[src/rtl/dpa_pkg.sv]
`timescale 1ns/1ps
package dpa_pkg;
  typedef enum logic [2:0] {
    OP_NONE, OP_RD, OP_WR1, OP_SWAP, OP_FULL, OP_GATHER, OP_FLUSH
  } buf_op_e;

  // own buffer bytes win over the other path's, which win over memory
  function automatic logic [31:0] pick_word(input logic [127:0] mem,
                                            input logic [127:0] own_d,
                                            input logic [127:0] oth_d,
                                            input logic [15:0]  own_be,
                                            input logic [15:0]  oth_be,
                                            input logic [1:0]   w);
    logic [31:0] r;
    int i;
    for (int k = 0; k < 4; k++) begin
      i = 4 * int'(w) + k;
      if (own_be[i])      r[8*k +: 8] = own_d[8*i +: 8];
      else if (oth_be[i]) r[8*k +: 8] = oth_d[8*i +: 8];
      else                r[8*k +: 8] = mem[8*i +: 8];
    end
    return r;
  endfunction
endpackage

[src/rtl/dpa_wbuf.sv]
`timescale 1ns/1ps
module dpa_wbuf import dpa_pkg::*; #(
  parameter int AW = 16,
  localparam int BW = AW - 4
) (
  input  logic           clk_i,
  input  logic           rst_ni,
  input  logic           buf_en_i,
  input  logic           req_i,
  input  logic           we_i,
  input  logic [AW-1:2]  addr_i,
  input  logic [31:0]    wdata_i,
  input  logic [3:0]     be_i,
  input  logic           flush_i,
  input  logic           go_i,
  output logic           need_o,
  output logic           need_we_o,
  output logic [BW-1:0]  need_blk_o,
  output logic [127:0]   need_data_o,
  output logic [15:0]    need_be_o,
  output logic           hold_o,
  output logic [BW-1:0]  hold_blk_o,
  output logic [127:0]   hold_data_o,
  output logic [15:0]    hold_be_o
);
  logic           vld_q, pend_q, vld_n;
  logic [BW-1:0]  blk_q, blk_n;
  logic [127:0]   dat_q, dat_n;
  logic [15:0]    be_q, be_n;

  logic [BW-1:0]  blk;
  logic [1:0]     w;
  logic           hit;
  logic [15:0]    ins_be, mrg_be;
  logic [127:0]   ins_data, mrg_data;
  buf_op_e        op;

  assign blk      = addr_i[AW-1:4];
  assign w        = addr_i[3:2];
  assign hit      = vld_q && (blk_q == blk);
  assign ins_be   = {12'b0, be_i} << (4 * w);
  assign ins_data = {96'b0, wdata_i} << (32 * w);
  assign mrg_be   = (hit ? be_q : 16'b0) | ins_be;

  for (genvar k = 0; k < 16; k++) begin : g_lane
    assign mrg_data[8*k +: 8] = ins_be[k] ? ins_data[8*k +: 8] : dat_q[8*k +: 8];
  end

  always_comb begin
    if (req_i && !we_i)              op = OP_RD;
    else if (req_i && !buf_en_i)     op = OP_WR1;
    else if (req_i && vld_q && !hit) op = OP_SWAP;
    else if (req_i && (&mrg_be))     op = OP_FULL;
    else if (req_i)                  op = OP_GATHER;
    else if (pend_q && vld_q)        op = OP_FLUSH;
    else                             op = OP_NONE;
  end

  always_comb begin
    need_o      = 1'b1;
    need_we_o   = 1'b1;
    need_blk_o  = blk;
    need_data_o = dat_q;
    need_be_o   = be_q;
    unique case (op)
      OP_RD:     begin need_we_o = 1'b0; need_be_o = 16'b0; end
      OP_WR1:    begin need_data_o = ins_data; need_be_o = ins_be; end
      OP_SWAP:   need_blk_o = blk_q;
      OP_FLUSH:  need_blk_o = blk_q;
      OP_FULL:   begin need_data_o = mrg_data; need_be_o = 16'hFFFF; end
      default:   begin need_o = 1'b0; need_we_o = 1'b0; end
    endcase
  end

  always_comb begin
    vld_n = vld_q;
    blk_n = blk_q;
    dat_n = dat_q;
    be_n  = be_q;
    if (go_i) begin
      unique case (op)
        OP_SWAP:   begin vld_n = 1'b1; blk_n = blk; dat_n = ins_data; be_n = ins_be; end
        OP_GATHER: begin vld_n = 1'b1; blk_n = blk; dat_n = mrg_data; be_n = mrg_be; end
        OP_FULL, OP_FLUSH: begin vld_n = 1'b0; be_n = 16'b0; end
        default: ;
      endcase
    end
  end

  always_ff @(posedge clk_i or negedge rst_ni) begin
    if (!rst_ni) begin
      vld_q  <= 1'b0;
      pend_q <= 1'b0;
      blk_q  <= '0;
      dat_q  <= '0;
      be_q   <= '0;
    end else begin
      vld_q  <= vld_n;
      pend_q <= (pend_q | flush_i) & vld_n;
      blk_q  <= blk_n;
      dat_q  <= dat_n;
      be_q   <= be_n;
    end
  end

  assign hold_o      = vld_q;
  assign hold_blk_o  = blk_q;
  assign hold_data_o = dat_q;
  assign hold_be_o   = be_q;
endmodule

[src/rtl/dpa_arb.sv]
`timescale 1ns/1ps
module dpa_arb #(
  parameter int NBB = 1
) (
  input  logic           clk_i,
  input  logic           rst_ni,
  input  logic           dual_i,
  input  logic           c_act_i,
  input  logic           c_need_i,
  input  logic [NBB-1:0] c_bank_i,
  input  logic           b_act_i,
  input  logic           b_need_i,
  input  logic [NBB-1:0] b_bank_i,
  output logic           c_go_o,
  output logic           b_go_o
);
  logic prio_c_q, clash;

  assign clash = dual_i && c_need_i && b_need_i && (c_bank_i == b_bank_i);

  always_comb begin
    if (dual_i) begin
      c_go_o = c_act_i && !(clash && !prio_c_q);
      b_go_o = b_act_i && !(clash && prio_c_q);
    end else begin
      // single path: processor parks while the bus master is active
      b_go_o = b_act_i;
      c_go_o = c_act_i && !b_act_i;
    end
  end

  always_ff @(posedge clk_i or negedge rst_ni) begin
    if (!rst_ni)    prio_c_q <= 1'b0;
    else if (clash) prio_c_q <= ~prio_c_q;
  end
endmodule

[src/rtl/dpa_dual_arb.sv]
`timescale 1ns/1ps
module dpa_dual_arb import dpa_pkg::*; #(
  parameter int AW  = 16,
  parameter int NBB = 1
) (
  input  logic             clk_i,
  input  logic             rst_ni,
  input  logic             dual_i,
  input  logic             buf_en_i,
  input  logic             flush_i,
  input  logic             c_req_i,
  input  logic             c_we_i,
  input  logic [AW-1:2]    c_addr_i,
  input  logic [31:0]      c_wdata_i,
  input  logic [3:0]       c_be_i,
  output logic             c_gnt_o,
  output logic [31:0]      c_rdata_o,
  input  logic             b_req_i,
  input  logic             b_io_i,
  input  logic             b_we_i,
  input  logic [AW-1:2]    b_addr_i,
  input  logic [31:0]      b_wdata_i,
  input  logic [3:0]       b_be_i,
  output logic             b_gnt_o,
  output logic [31:0]      b_rdata_o,
  output logic             c_mem_en_o,
  output logic             c_mem_we_o,
  output logic [AW-5:0]    c_mem_blk_o,
  output logic [127:0]     c_mem_wdata_o,
  output logic [15:0]      c_mem_be_o,
  input  logic [127:0]     c_mem_rdata_i,
  output logic             b_mem_en_o,
  output logic             b_mem_we_o,
  output logic [AW-5:0]    b_mem_blk_o,
  output logic [127:0]     b_mem_wdata_o,
  output logic [15:0]      b_mem_be_o,
  input  logic [127:0]     b_mem_rdata_i
);
  localparam int BW = AW - 4;

  logic           mreq [2];
  logic           we   [2];
  logic [AW-1:2]  addr [2];
  logic [31:0]    wdat [2];
  logic [3:0]     be   [2];
  logic [127:0]   mrd  [2];
  logic           go   [2];
  logic           need [2];
  logic           nwe  [2];
  logic [BW-1:0]  nblk [2];
  logic [127:0]   ndat [2];
  logic [15:0]    nbe  [2];
  logic           hld  [2];
  logic [BW-1:0]  hblk [2];
  logic [127:0]   hdat [2];
  logic [15:0]    hbe  [2];
  logic [31:0]    rdat [2];

  assign mreq[0] = c_req_i;
  assign mreq[1] = b_req_i & ~b_io_i;
  assign we[0]   = c_we_i;    assign we[1]   = b_we_i;
  assign addr[0] = c_addr_i;  assign addr[1] = b_addr_i;
  assign wdat[0] = c_wdata_i; assign wdat[1] = b_wdata_i;
  assign be[0]   = c_be_i;    assign be[1]   = b_be_i;
  assign mrd[0]  = c_mem_rdata_i;
  assign mrd[1]  = b_mem_rdata_i;

  for (genvar g = 0; g < 2; g++) begin : g_path
    localparam int O = 1 - g;
    logic own_hit, oth_hit;

    dpa_wbuf #(.AW(AW)) u_buf (
      .clk_i, .rst_ni, .buf_en_i,
      .req_i(mreq[g]), .we_i(we[g]), .addr_i(addr[g]),
      .wdata_i(wdat[g]), .be_i(be[g]), .flush_i, .go_i(go[g]),
      .need_o(need[g]), .need_we_o(nwe[g]), .need_blk_o(nblk[g]),
      .need_data_o(ndat[g]), .need_be_o(nbe[g]),
      .hold_o(hld[g]), .hold_blk_o(hblk[g]), .hold_data_o(hdat[g]),
      .hold_be_o(hbe[g])
    );

    assign own_hit = hld[g] && (hblk[g] == addr[g][AW-1:4]);
    assign oth_hit = hld[O] && (hblk[O] == addr[g][AW-1:4]);
    assign rdat[g] = pick_word(mrd[g], hdat[g], hdat[O],
                               own_hit ? hbe[g] : 16'b0,
                               oth_hit ? hbe[O] : 16'b0,
                               addr[g][3:2]);
  end

  dpa_arb #(.NBB(NBB)) u_arb (
    .clk_i, .rst_ni, .dual_i,
    .c_act_i(c_req_i | need[0]), .c_need_i(need[0]), .c_bank_i(nblk[0][NBB-1:0]),
    .b_act_i(b_req_i | need[1]), .b_need_i(need[1]), .b_bank_i(nblk[1][NBB-1:0]),
    .c_go_o(go[0]), .b_go_o(go[1])
  );

  assign c_gnt_o       = c_req_i & go[0];
  assign b_gnt_o       = b_req_i & (b_io_i | go[1]);
  assign c_rdata_o     = rdat[0];
  assign b_rdata_o     = rdat[1];

  assign c_mem_en_o    = go[0] & need[0];
  assign c_mem_we_o    = nwe[0];
  assign c_mem_blk_o   = nblk[0];
  assign c_mem_wdata_o = ndat[0];
  assign c_mem_be_o    = nbe[0];
  assign b_mem_en_o    = go[1] & need[1];
  assign b_mem_we_o    = nwe[1];
  assign b_mem_blk_o   = nblk[1];
  assign b_mem_wdata_o = ndat[1];
  assign b_mem_be_o    = nbe[1];
endmodule

[config.mk]
export PLATFORM = sky130hd
export DESIGN_NAME = dpa_dual_arb
export DESIGN_NICKNAME = d
export VERILOG_FILES = /design/src/rtl/dpa_pkg.sv /design/src/rtl/dpa_wbuf.sv /design/src/rtl/dpa_arb.sv /design/src/rtl/dpa_dual_arb.sv
export SDC_FILE = /design/constraint.sdc
export NUM_CORES = 2
export LEC_CHECK = 0
export ABC_CLOCK_PERIOD_IN_PS = 6050
export BUFFER_PORTS_ARGS = -buffer_cell sky130_fd_sc_hd__buf_2
export CAP_MARGIN = 10
export CORE_AREA = 8 8 288 290
export DETAILED_ROUTE_END_ITERATION = 12
export DIE_AREA = 0 0 296 298
export PLACE_DENSITY = 0.64
export SLEW_MARGIN = 5
export SYNTH_ARGS = -nofsm -noshare
export SYNTH_HDL_FRONTEND = slang
export SYNTH_SLANG_ARGS = --single-unit
[constraint.sdc]
create_clock -name clk_i -period 6.05 [get_ports clk_i]
set_clock_uncertainty 0.2 [all_clocks]
set_input_delay 0.605 -clock clk_i [delete_from_list [all_inputs] [get_ports clk_i]]
set_output_delay 0.605 -clock clk_i [all_outputs]
set_load 0.02 [all_outputs]
==> summary.txt <==
Outcome
  – Status: finished clean

Layout
  – Post-Layout Cell Count: 4034
  – Area of the multi-input gates: 15000 um^2
  – Fillers: 7959
  – Share of cells above drive strength 1: 41.3%
  – Area Overhead vs Synth: 26.0%
  – Final #Nets: 3300
  – Reg area: 7930 um^2

GRT
  – Overall Global Routing Usage: 31.4%
  – GRT overflow: 0
  – Largest net degree at the start of global routing: 117
  – First-pass GRT wire length: between 200 and 250 mm
  – Vias in the first global route: 26027
  – Initial antenna violation count: 35

Floorplanning
  – Total Die Area: 88200 um^2
  – Die H: about 300 um
  – Total core area: between 70000 and 80000 um^2
  – Rows: roughly 100
  – Starting density of the core: 31.1%
  – Die W: 296 um
  – Ports: approximately 750

Drt
  – Drt pass-1 iters: 6
  – Avg WL per Cell: 36.3 um
  – Via count: 26585
  – DR iter-0 viols: between 3000 and 4000
  – DRC errors left: 0
  – Vias/cell: 6.59
  – DRT antenna net count: 0
  – Final wirelength: 146 mm

Logic synthesis
  – Count leader, synth: dfrtp_1
  – Syn Area/Cell: 10.7 um^2
  – Unique masters post-synth: between 60 and 70
  – Main flop type after synthesis: dfrtp_1
  – Post-Syn Nets: 2654
  – Largest family of logic cells by synthesized area: compound AO/OA/AOI/OAI gates
  – Leading area contributor after synthesis: dfrtp_1
  – Post-synthesis compound-gate area fraction: 29.6%
  – Adder-Cell Fraction of Synth Area: 0%
  – Simple-Gate Fraction of Synth Area: 6.85%
  – Share of synthesized flip-flops with an asynchronous set or reset: 100%
  – Mux contribution to synthesized area: a little under a quarter
  – Post-synthesis register bit count: 317
  – Sequential fraction of the synthesis area: 32.5%
  – Share of the synthesized area in the top cell type: 32.5%
  – Commonest cells in the netlist: dfrtp_1 (317), a22o_1 (256), inv_1 (166)
  – Cell Area, Synth: 24400 um^2
  – Yosys warning count: 0
  – Number of flops mapped to enable cells by yosys: 0
  – Cells after Synth: 2288
  – Synth top area cells: dfrtp_1 (33%), mux4_2 (15%), a22o_1 (9.2%)
  – Post-synthesis xor/xnor area fraction: under 10%

Power and ir drop
  – Total Power: about 11 mW
  – PD cells: 373 nW/um^2
  – Worst VDD drop: around 230 uV
  – Static Leakage: 13.7 nW

Timing
  – Fin. Hold Viols: 0
  – Setup TNS: 0 ns
  – Final setup fails: 0
  – Worst relative slew slack: 4.78%
  – Final Max Slew Viols: 0
  – Fin crit period: 5.50 ns
  – Tcrit/Tclk final: 90.9%
  – RSZ-0062 raised after global routing: false
  – Max Clk Rate: 0.182 GHz
  – Worst-margin pin slew: around 1.4 ns

CTS
  – H-Tree Depth: 2
  – Clk sinks: 317
  – # resized after CTS: 0
  – CTS max path bufs: 3
  – Root buf cell: clkbuf_16
  – Worst skew pair latency: between 0.5 and 0.6 ns
  – CTS buffer count: 40
  – CTS tree: built
  – Worst-path clk slew: 0.06 ns

Placement
  – GP Congestion: ~1.0
  – Placed cell count: 3941
  – Placed wire-length estimate: approximately 110 mm
  – Port-buffer cells: 747

Hold path
  – Hold_sp: c_addr_i[12]
  – HP Class: input port to flop

Setup path
  – R2R Path Start: g_path[0].u_buf.hold_blk_o[7]
  – Crit Path Max Fanout: 34
  – Crit path DAT: around 4.7 ns
  – CP endpoint kind: output port
  – CP Class: input port to output port
  – Crit path from: b_addr_i[3]
  – Worst EP required: roughly 5.2 ns
  – Crit path launch type: input port

Run
  – Max-cap viol count: 0
==> final timing paths <==
path	cells past startpoint	slack, ns	to
max in group asynchronous	3	4.05	g_path[0].u_buf.hold_data_o[69]
setup reg to reg	8	1.79	g_path[1].u_buf.hold_blk_o[0]
min in group asynchronous	2	0.40	g_path[1].u_buf.hold_data_o[43]
hold reg to reg	1	0.34	g_path[1].u_buf.hold_data_o[114]
hold / removal	2	0.12	g_path[0].u_buf.hold_blk_o[8]
setup / recovery	10	0.55	b_mem_wdata_o[24]
==> state kept, by name (all words and copies together), names as in the netlist <==
name,count
g_path.u_buf.hold_data_o,256
g_path.u_buf.hold_be_o,32
g_path.u_buf.hold_blk_o,24
g_path.u_buf.hold_o,2
g_path.u_buf.pend_q,2
u_arb.prio_c_q,1
==> routing by layer <==
metal / track usage, % / share of wire [%] / routed length (um)
met1: 39.8 / 37 / 54700
met2: 48.9 / 45 / 65500
met3: 9.94 / 13 / 18400
met4: 14.0 / 5.2 / 7570
met5: 0 / 0.11 / 166
==> critical path, cell delays in order <==
cell      delay [ns]
buf_4           0.31
nand2b_1        0.66
o221ai_1        0.37
and4_1          0.29
nand4_1         0.23
a21oi_4         0.65
a21oi_1         0.24
nor2_1          0.87
a22o_1          0.27
buf_2           0.18
==> cells in the final DEF (no fill, tap or decap), types with 6 or more instances in the layout <==
cell,instances
o221ai_1,6
clkbuf_8,7
inv_1,165
bufinv_16,7
and3_1,7
a31oi_1,37
a211oi_4,10
buf_2,742
a211oi_2,6
o21ai_1,15
nand2b_1,11
dfrtp_1,316
diode_2,23
mux4_2,158
a32o_1,145
o211ai_1,92
nand3_1,67
o22ai_1,131
a21oi_1,39
a22o_1,256
nor2_2,17
nor2_1,32
clkinv_2,9
mux2_1,9
mux4_1,22
nand4_1,14
a32oi_1,18
mux2_2,85
xor2_1,21
clkbuf_16,40
nand2_1,138
o2111ai_2,12
mux2i_1,41
o2bb2ai_1,17
buf_4,72
xnor2_1,27
and2_1,13
o21ai_0,66
==> cells by family after synthesis <==
family,Yosys count
AND/OR/NAND/NOR,340
XOR/XNOR,48
multiplexers,315
AO/OA/AOI/OAI,885
flip-flops,317
buffers and inverters,383
==> where the power goes <==
| part | switching, mW | total, mW | internal (mW) |
|---|---|---|---|
| registers | 1.11 | 3.92 | 2.81 |
| clock network | 1.06 | 2.65 | 1.59 |
| logic | 2.83 | 4.88 | 2.05 |
| total | 5.00 | 11.4 | 6.45 |
==> per-stage QoR <==
step / instance area (um^2) / hold WS (ns) / setup slack, ns / util [%]
floorplan: 24400 / 0.109 / 2.18 / -
global placement: 29300 / 0.320 / 0.648 / 37.3
detailed placement: 29300 / 0.332 / 0.629 / 37.3
CTS: 30700 / 0.0825 / 0.604 / 39.2
global route: 30700 / 0.108 / 0.380 / 39.2
finish: 30700 / 0.118 / 0.552 / 39.2
==> final cells by class <==
| type | instances | share of cell area [%] |
|---|---|---|
| well taps | 1050 | 4.27 |
| clock inverters | 21 | 1.03 |
| clock buffers | 48 | 3.55 |
| repair buffers | 821 | 14.2 |
| multi-input cells | 1588 | 48.9 |
| diodes | 23 | 0.187 |
| flip-flops and latches | 317 | 25.8 |
| inverters | 166 | 2.03 |
==> repair_timing <==
item / 4_1_cts / 5_1_grt
setup buffers: 0 / 0
endpoints found under the hold margin: 94 / 0
hold buffers: 1 / 0
setup endpoints to repair: 0 / 0
No activity file was read; power rests on OpenSTA's default activity.
